### config.mk
export PLATFORM = sky130hd
export DESIGN_NAME = eep_ptr_latch
export DESIGN_NICKNAME = d
export VERILOG_FILES = /design/src/rtl/eep_ptr_pkg.sv /design/src/rtl/eep_addr_ptr.sv /design/src/rtl/eep_row_latch.sv /design/src/rtl/eep_ptr_latch.sv
export SDC_FILE = /design/constraint.sdc
export NUM_CORES = 1
export LEC_CHECK = 0
export BUFFER_PORTS_ARGS = -buffer_cell sky130_fd_sc_hd__buf_2
export CAP_MARGIN = 15
export CORE_MARGIN = 5
export CORE_UTILIZATION = 40
export DETAILED_ROUTE_END_ITERATION = 8
export PLACE_DENSITY = 0.65
export SETUP_SLACK_MARGIN = 0.02
export SYNTH_ARGS = -nofsm -noshare
export SYNTH_HDL_FRONTEND = slang
export SYNTH_SLANG_ARGS = --single-unit
### constraint.sdc
create_clock -name clk -period 2.5 [get_ports clk]
set_clock_uncertainty 0.15 [all_clocks]
set_input_delay 0.25 -clock clk [delete_from_list [all_inputs] [get_ports clk]]
set_output_delay 0.25 -clock clk [all_outputs]
set_load 0.01 [all_outputs]
### src/rtl/eep_ptr_pkg.sv
package eep_ptr_pkg;
  localparam int BYTE_W = 8;
  localparam logic [BYTE_W-1:0] ERASED_BYTE = 8'hFF;

  typedef enum logic [1:0] {
    STEP_HOLD,
    STEP_LOAD,
    STEP_ROW,
    STEP_FULL
  } ptr_step_e;
endpackage

### src/rtl/eep_addr_ptr.sv
module eep_addr_ptr
  import eep_ptr_pkg::*;
#(
  parameter int ADDR_W = 12,
  parameter int LANE_W = 5
) (
  input  logic              clk,
  input  logic              rst_n,
  input  ptr_step_e         step,
  input  logic              hi_stb,
  input  logic [7:0]        addr_byte,
  output logic [ADDR_W-1:0] ptr_q
);
  localparam int HI_W = ADDR_W - 8;

  logic [HI_W-1:0] hi_q;

  // upper address bits wait here until the lower byte is acknowledged
  always_ff @(posedge clk) begin
    if (!rst_n)      hi_q <= '0;
    else if (hi_stb) hi_q <= addr_byte[HI_W-1:0];
  end

  always_ff @(posedge clk) begin
    if (!rst_n) begin
      ptr_q <= '0;
    end else begin
      case (step)
        STEP_LOAD: ptr_q <= {hi_q, addr_byte};
        STEP_ROW:  ptr_q[LANE_W-1:0] <= ptr_q[LANE_W-1:0] + LANE_W'(1);
        STEP_FULL: ptr_q <= ptr_q + ADDR_W'(1);
        default:   ;
      endcase
    end
  end
endmodule

### src/rtl/eep_row_latch.sv
module eep_row_latch
  import eep_ptr_pkg::*;
#(
  parameter int ROW_BYTES = 32,
  parameter int LANE_W    = 5,
  parameter int ROW_W     = 7
) (
  input  logic                        clk,
  input  logic                        rst_n,
  input  logic                        wr_fire,
  input  logic [LANE_W-1:0]           wr_lane,
  input  logic [BYTE_W-1:0]           wr_data,
  input  logic                        new_write,
  input  logic                        commit_req,
  input  logic [ROW_W-1:0]            row_in,
  input  logic                        cm_ready,
  output logic                        cm_valid,
  output logic [ROW_W-1:0]            cm_row,
  output logic [ROW_BYTES*BYTE_W-1:0] cm_data,
  output logic [ROW_BYTES-1:0]        cm_mask
);
  logic launch, taken, wipe;
  logic [BYTE_W-1:0] lane_q [ROW_BYTES];
  logic              en_q   [ROW_BYTES];

  assign launch = commit_req && !cm_valid && (|cm_mask);
  assign taken  = cm_valid && cm_ready;
  assign wipe   = taken || (new_write && !cm_valid);

  always_ff @(posedge clk) begin
    if (!rst_n)      cm_valid <= 1'b0;
    else if (launch) cm_valid <= 1'b1;
    else if (taken)  cm_valid <= 1'b0;
  end

  always_ff @(posedge clk) begin
    if (!rst_n)      cm_row <= '0;
    else if (launch) cm_row <= row_in;
  end

  for (genvar i = 0; i < ROW_BYTES; i++) begin : g_lane
    always_ff @(posedge clk) begin
      if (!rst_n || wipe) begin
        lane_q[i] <= ERASED_BYTE;
        en_q[i]   <= 1'b0;
      end else if (wr_fire && wr_lane == LANE_W'(i)) begin
        lane_q[i] <= wr_data;
        en_q[i]   <= 1'b1;
      end
    end
    assign cm_data[i*BYTE_W +: BYTE_W] = lane_q[i];
    assign cm_mask[i]                  = en_q[i];
  end
endmodule

### src/rtl/eep_ptr_latch.sv
module eep_ptr_latch
  import eep_ptr_pkg::*;
#(
  parameter int ADDR_W    = 12,
  parameter int ROW_BYTES = 32
) (
  input  logic                                clk,
  input  logic                                rst_n,
  input  logic                                sel_otp,
  input  logic                                hi_stb,
  input  logic                                lo_stb,
  input  logic [7:0]                          addr_byte,
  input  logic                                wr_valid,
  output logic                                wr_ready,
  input  logic [7:0]                          wr_data,
  input  logic                                rd_next,
  input  logic                                commit_req,
  output logic                                cm_valid,
  input  logic                                cm_ready,
  output logic [ADDR_W-$clog2(ROW_BYTES)-1:0] cm_row,
  output logic [ROW_BYTES*8-1:0]              cm_data,
  output logic [ROW_BYTES-1:0]                cm_mask,
  output logic [ADDR_W-1:0]                   mem_addr
);
  localparam int LANE_W = $clog2(ROW_BYTES);
  localparam int ROW_W  = ADDR_W - LANE_W;

  logic [ADDR_W-1:0] ptr_q;
  logic              wr_fire;
  ptr_step_e         step;

  assign wr_ready = !cm_valid;
  assign wr_fire  = wr_valid && wr_ready && !lo_stb;

  always_comb begin
    if (lo_stb)       step = STEP_LOAD;
    else if (wr_fire) step = STEP_ROW;
    else if (rd_next) step = STEP_FULL;
    else              step = STEP_HOLD;
  end

  // the one-time page only sees the in-row lane; the full pointer keeps counting
  assign mem_addr = sel_otp ? {{ROW_W{1'b0}}, ptr_q[LANE_W-1:0]} : ptr_q;

  eep_addr_ptr #(.ADDR_W(ADDR_W), .LANE_W(LANE_W)) u_ptr (
    .clk       (clk),
    .rst_n     (rst_n),
    .step      (step),
    .hi_stb    (hi_stb),
    .addr_byte (addr_byte),
    .ptr_q     (ptr_q)
  );

  eep_row_latch #(.ROW_BYTES(ROW_BYTES), .LANE_W(LANE_W), .ROW_W(ROW_W)) u_row (
    .clk        (clk),
    .rst_n      (rst_n),
    .wr_fire    (wr_fire),
    .wr_lane    (ptr_q[LANE_W-1:0]),
    .wr_data    (wr_data),
    .new_write  (lo_stb),
    .commit_req (commit_req),
    .row_in     (ptr_q[ADDR_W-1:LANE_W]),
    .cm_ready   (cm_ready),
    .cm_valid   (cm_valid),
    .cm_row     (cm_row),
    .cm_data    (cm_data),
    .cm_mask    (cm_mask)
  );
endmodule

==> run_results.csv, run 1 <==
group,metric,value,unit
placed_design,placed_cell_area,14750,um^2
yosys,ys.flop_type,"edfxtp_1",
sta,clock.fmax,430.5,MHz
worst_setup_path,worst-path-buf-inv,0,
yosys,synthAdderAreaFrac,0.006028,
die,die-area,34760,um^2
yosys,syn_nets,912,
die,core_area,30670,um^2
worst_setup_path,worst_ep_arrival_time,2.57,ns
clock_tree,cts_root_buffer,"clkbuf_16",
worst_setup_path,worst_setup_path_start_kind,"flop",
detailed_routing,wl_met3,2931,um
run,max_cap_violations,0,
global_routing,grt_use_total,0.2067,
worst_setup_path,rr_worst_depth,4,
worst_setup_path,crit_start,"u_row.en_q[1][1]",
cells_and_area,nets,1273,
pwr,p_leak,5.003,nW
detailed_routing,wl_met1,15200,um
global_routing,grt_max_degree,136,
yosys,synth_common_cells,"287 x edfxtp_1, 129 x or2_2, 121 x or3_1",
die,dieWidth,186.4,um
cells_and_area,finalInstanceArea,15990,um^2
die,initial_utilization,0.4060,
yosys,synthCells,881,
detailed_routing,wl,36940,um
worst_setup_path,reg2reg_to,"u_row.cm_valid",
detailed_routing,wire_per_inst,22.21,um
yosys,synthArstFlopShare,0,
global_routing,grt_pass1_wl,55550,um
sta,final-max-slew-violation-count,0,
yosys,synth_compound_area_frac,0.02954,
sta,hold_slack,0.08638,ns
worst_setup_path,crit_fanout,8,
hold_path,min_path_type,"primary input to flop",
sta,fin_crit_sh,0.9293,
yosys,synth_cell_types,40,
clock_tree,clkSlewWorstSetupHoldPaths,0.06,ns
detailed_routing,vias,8406,
worst_setup_path,slowest_stage,"nor4_1",
worst_setup_path,crit_type,"flop to flop",
placed_design,hpwl,25290,um
cells_and_area,nFillCells,2625,
cells_and_area,syn_to_final_growth,28.36,%
yosys,synth_top_family_by_area,"simple AND/OR/NAND/NOR gates",
worst_setup_path,cp.required,2.75,ns
yosys,ys_ff_latch,312,
clock_tree,cts_tree,"done",
worst_setup_path,critPathTopFamily,"simple AND/OR/NAND/NOR gates",
sta,finalSetupViolations,0,
yosys,syn_area,12450,um^2
pwr,p_per_area,719.4,nW/um^2
run_status,status,"finished clean",
sta,hold_violations,0,
yosys,synth_area_leaders,"edfxtp_1 69%, or2_2 6.5%, or3_1 6.1%, dfxtp_1 4.0%, clkbuf_1 2.1%",
detailed_routing,drc,0,
yosys,synth_warnings,0,
die,io_pins,334,
placed_design,io_buffers,333,
clock_tree,numCtsBuffers,35,
yosys,synth-simple-area-share,0.1853,
detailed_routing,vias_per_cell,5.055,
die,num_rows,64,
clock_tree,htreeDepth,2,
yosys,synth-edff-count,287,
global_routing,antenna_found_initial,1,
yosys,yosysTopAreaCellShare,0.6921,
detailed_routing,first_pass_iters,5,
sta,worst_pin_slew,0.8657,ns
yosys,post-synth-top-count-cell,"edfxtp_1",
sta,fin_crit,2.323,ns
yosys,yosysTopAreaCell,"edfxtp_1",
pwr,fin_total_pwr,0.01150,W
worst_setup_path,max_stage_delay,0.58,ns
detailed_routing,met2WireLength,18130,um
clock_tree,post_cts_buffers,0,
placed_design,place_congestion,0.8022,
yosys,synthMuxAreaShare,0.008842,
cells_and_area,diodes,0,
cells_and_area,drive_gt1_frac,0.4594,
detailed_routing,dr.first_iter.drc_count,650,
worst_setup_path,crit_cells,4,
detailed_routing,highest_layer,"met4",
die,die_y,186.4,um
yosys,synth_xor_area_frac,0.004220,
global_routing,overflow,0,
worst_setup_path,endpoint_kind,"flop",
worst_setup_path,worstReg2RegStart,"u_row.en_q[1][1]",
worst_setup_path,rrSetupSlack,0.18,ns
sta,tns,0,ns
yosys,avgSynthCellArea,14.14,um^2
worst_setup_path,endpoint,"u_row.cm_valid",
yosys,seq_area_frac_synth,0.7322,
clock_tree,cts_buffer_depth,3,
detailed_routing,postRouteAntennaNets,0,
sta,slew_headroom,0.4229,
global_routing,grt_pass1_vias,8631,
clock_tree,clk_latency,0.52,ns
sta,rsz0062_at_grt,"false",
pwr,ir_drop,0.5115,mV
worst_setup_path,crit_path_cell_trace,"nor4_1 -> nand4_1 -> o211a_1 -> o21a_1",
clock_tree,cts.sinks,312,
-- where the power goes --
| part | switching [W] | internal (W) |
|---|---|---|
| Clock | 0.00201 | 0.00295 |
| Sequential | 0.0000632 | 0.00576 |
| Combinational | 0.000490 | 0.000220 |
| Total | 0.00256 | 0.00894 |
-- worst min-delay path by stage --
stage	slack, ns	start	end	depth (start not counted)
after global routing	0.09	lo_stb	u_ptr.ptr_q[4]	4
after CTS	0.06	lo_stb	u_ptr.ptr_q[4]	4
final	0.09	lo_stb	u_ptr.ptr_q[4]	4
after detailed placement	0.29	u_row.cm_row[2]	u_row.cm_row[2]	2
after floorplan	0.25	addr_byte[4]	u_ptr.ptr_q[4]	2
after global placement	0.29	u_row.cm_row[5]	u_row.cm_row[5]	2
-- per-stage QoR --
step,worst slack (ns),cells,utilization
global placement,0.2309,1588,0.4809
detailed placement,0.1645,1588,0.4809
finish,0.1769,1663,0.5212
CTS,0.1399,1663,0.5211
global route,0.03427,1663,0.5212
floorplan,0.05894,881,-
-- sequential cells by signal (all words and copies together), names as in the netlist --
register	count
u_ptr.hi_q	4
u_ptr.ptr_q	12
u_row.cm_row	7
u_row.cm_valid	1
u_row.en_q	32
u_row.lane_q	256
-- tightest hold or removal path, stage by stage --
cell and delay (ns):
buf_2 0.12, buf_4 0.18, nand2_1 0.06, a21boi_0 0.06
-- timing repair --
item | in CTS | in global routing
hold buffers | 13 | 0
setup endpoints to repair | 0 | 13
gates resized for setup | 0 | 2
endpoints found under the hold margin | 13 | 0
-- cell type report --
type | count | area [um^2] | share of cell area
Sequential cell | 312 | 9119 | 0.5704
Multi-Input combinational cell | 465 | 2923 | 0.1828
Timing Repair Buffer | 407 | 2267 | 0.1418
Clock buffer | 45 | 934.6 | 0.05847
Tap cell | 396 | 495.5 | 0.03100
Clock inverter | 17 | 167.7 | 0.01049
Inverter | 21 | 78.83 | 0.004931
-- layout by cell type, fill, tap and decap left out, types with 11 or more instances in the layout --
master	Yosys	layout
buf_4	7	60
edfxtp_1	287	287
mux2i_1	11	11
buf_2	4	333
dfxtp_1	25	25
nor2b_1	15	15
o21ai_0	40	35
clkbuf_16	0	36
or3_1	121	121
or2_2	129	129
nor2_1	18	18
nand2_1	38	38
dlygate4sd3_1	0	13
inv_1	21	21
-- kinds of logic (layout without fill, tap and decap cells) --
group	after synthesis	count (layout)
buffers and inverters	104	490
XOR/XNOR	6	6
flip-flops	312	312
AO/OA/AOI/OAI	62	62
AND/OR/NAND/NOR	380	380
multiplexers	11	11
adder cells (fa/ha/maj)	6	6
-- per-layer routing --
metal / up-vias / track usage
met3: 46 / 0.05325
met4: 0 / 0.04658
met1: 4114 / 0.2722
met5: - / 0
li1: 3883 / -
met2: 363 / 0.3472
No activity file was read; power rests on OpenSTA's default activity.
==> inputs of run 2 (changes only) <==
Settings changed: CORE_ASPECT_RATIO set to 0.5, CTS_CLUSTER_SIZE set to 8.
==> run 2 against run 1 <==
Effect of this change: first-iteration DRC count increased by 4.0%; clock power up 7.1%; cell count increased by 1.9%; via count rose by 3.5%; hold slack better by 0.0073 ns; sequential power is essentially flat; combinational power rose by 2%; non-clock buffer count increased by 2; register-to-register slack got worse by 0.06 ns; critical path depth up 4; global-route usage rose by 0.38 points; die area rose by 0.62%; critical endpoint is now u_ptr.ptr_q[4]; largest power group unchanged.
==> run_results.csv, run 2 (same netlist as run 1, synthesis figures left out) <==
group,metric,value,unit
die,initial_utilization,0.4081,
sta,hold_violations,0,
detailed_routing,wl,38290,um
detailed_routing,first_pass_iters,5,
sta,tns,0,ns
sta,rsz0062_at_grt,"false",
placed_design,hpwl,26490,um
die,io_pins,334,
global_routing,antenna_found_initial,0,
sta,final-max-slew-violation-count,0,
detailed_routing,drc,0,
placed_design,io_buffers,333,
hold_path,min_path_type,"primary input to flop",
cells_and_area,regMostFlops,"u_row.lane_q",
detailed_routing,vias_per_cell,5.132,
global_routing,overflow,0,
pwr,p_sw,0.002622,W
cells_and_area,largest_reg_flops,256,
die,die-area,34980,um^2
detailed_routing,wire_per_inst,22.59,um
pwr,p_clk_frac,0.448,
global_routing,grt_use_total,0.2105,
cells_and_area,layout_common_cells,"333 x buf_2, 287 x edfxtp_1, 129 x or2_2",
cells_and_area,syn_to_final_growth,29.74,%
sta,worst_pin_slew,0.9553,ns
pwr,p_leak,5.078,nW
worst_setup_path,crit_type,"flop to flop",
detailed_routing,vias,8698,
pwr,p_int,0.009243,W
pwr,switching_share,0.2210,
worst_setup_path,worst_ep_arrival_time,2.71,ns
cells_and_area,largest_registers,"u_row.lane_q: 256 flops, u_row.en_q: 32 flops, u_ptr.ptr_q: 12 flops",
worst_setup_path,cp.required,2.82,ns
clock_tree,htreeDepth,2,
clock_tree,post_cts_buffers,0,
sta,clock.fmax,419.2,MHz
global_routing,grt_pass1_vias,8760,
cells_and_area,post-route-util,0.5294,
clock_tree,clkSlewWorstSetupHoldPaths,0.05,ns
pwr,pwr-share-seq,0.491,
die,dieWidth,259.5,um
run,max_cap_violations,0,
pwr,comb_power_share,0.061,
cells_and_area,drive_gt1_frac,0.4603,
clock_tree,cts_tree,"done",
sta,fin_crit_sh,0.9543,
sta,slew_headroom,0.3631,
global_routing,grt_pass1_wl,55270,um
pwr,ir_drop,0.4587,mV
cells_and_area,final_common_cell,"buf_2",
detailed_routing,dr.first_iter.drc_count,676,
pwr,p_per_area,734.4,nW/um^2
clock_tree,cts_buffer_depth,3,
detailed_routing,postRouteAntennaNets,0,
die,die_y,134.8,um
clock_tree,cts_root_buffer,"clkbuf_16",
worst_setup_path,worst_setup_path_start_kind,"flop",
sta,finalSetupViolations,0,
sta,fin_crit,2.386,ns
clock_tree,cts.sinks,312,
cells_and_area,nets,1284,
worst_setup_path,endpoint_kind,"flop",
global_routing,grt_max_degree,64,
run_status,status,"finished clean",
worst_setup_path,crit_fanout,9,
clock_tree,numCtsBuffers,44,
clock_tree,clk_latency,0.53,ns
placed_design,place_congestion,0.8742,
die,num_rows,45,
die,core_area,30520,um^2
-- run 2: cell count changes in the layout (fill, tap and decap cells not counted), sizes merged --
cell         delta
bufinv          -3
clkbuf         +17
clkinv         -11
clkinvlp        -2
diode           +1
dlygate4sd3     +2
inv             +1
-- run 2: timing repair --
| item | 4_1_cts | 5_1_grt |
|---|---|---|
| hold endpoints to repair | 13 | 0 |
| setup endpoints to repair | 0 | 1 |
| resized for setup | 0 | 1 |
| hold buffers | 15 | 0 |
-- run 2: worst paths after layout --
| path | startpoint | to | slack (ns) | cells past startpoint |
|---|---|---|---|---|
| setup / recovery | u_ptr.ptr_q[0] | u_ptr.ptr_q[4] | 0.11 | 8 |
| hold / removal | lo_stb | u_ptr.ptr_q[2] | 0.09 | 3 |
| setup reg to reg | u_ptr.ptr_q[0] | u_ptr.ptr_q[4] | 0.11 | 8 |
| hold reg to reg | u_row.cm_row[5] | u_row.cm_row[5] | 0.31 | 2 |
-- run 2: area by class of cell --
class                           instances  area [um^2]
Tap cell                              423        529.3
Clock inverter                          2        17.52
Multi-Input combinational cell        465         2920
Inverter                               21        78.83
Fill cell                            2599        14360
Antenna cell                            1        2.502
Timing Repair Buffer                  409         2300
Sequential cell                       312         9119
Clock buffer                           62         1190
-- run 2: metal layers --
metal | wire length [um] | track usage | vias up
met3 | 2223 | 0.04036 | 70
met1 | 14400 | 0.2514 | 4420
met4 | 1210 | 0.07916 | 0
li1 | - | - | 3900
met2 | 20460 | 0.3815 | 308
met5 | 0 | 0 | -
-- run 2: through the flow --
| stage | hold WS, ns | instance area (um^2) | power [W] | cells | setup WS (ns) |
|---|---|---|---|---|---|
| global placement | 0.2989 | 14800 | 0.006611 | 1615 | 0.2329 |
| global route | 0.1044 | 16150 | 0.01228 | 1694 | 0.03490 |
| finish | 0.09370 | 16160 | 0.01187 | 1695 | 0.1143 |
| detailed placement | 0.3092 | 14800 | 0.006627 | 1615 | 0.1323 |
| CTS | 0.06549 | 16150 | 0.01197 | 1694 | 0.1015 |
| floorplan | 0.2538 | 12450 | 0.006270 | 881 | 0.05894 |
-- run 2: power by group through the flow --
stage / Clock (W) / Sequential (W) / Combinational (W)
final: 0.00531 / 0.00583 / 0.000728
after global routing: 0.00567 / 0.00582 / 0.000779
after CTS: 0.00542 / 0.00582 / 0.000727
after detailed placement: 0 / 0.00592 / 0.000703
after global placement: 0 / 0.00592 / 0.000690
after floorplan: 0 / 0.00594 / 0.000331
-- run 2: critical path, stage by stage, from the launching register on --
cell and delay [ns]:
dfxtp_1 0.31, buf_4 0.17, ha_1 0.24, and3_1 0.21, ha_1 0.30, o21ai_0 0.09, o311ai_1 0.12, a21boi_0 0.18
dlygate4sd3_1 0.56
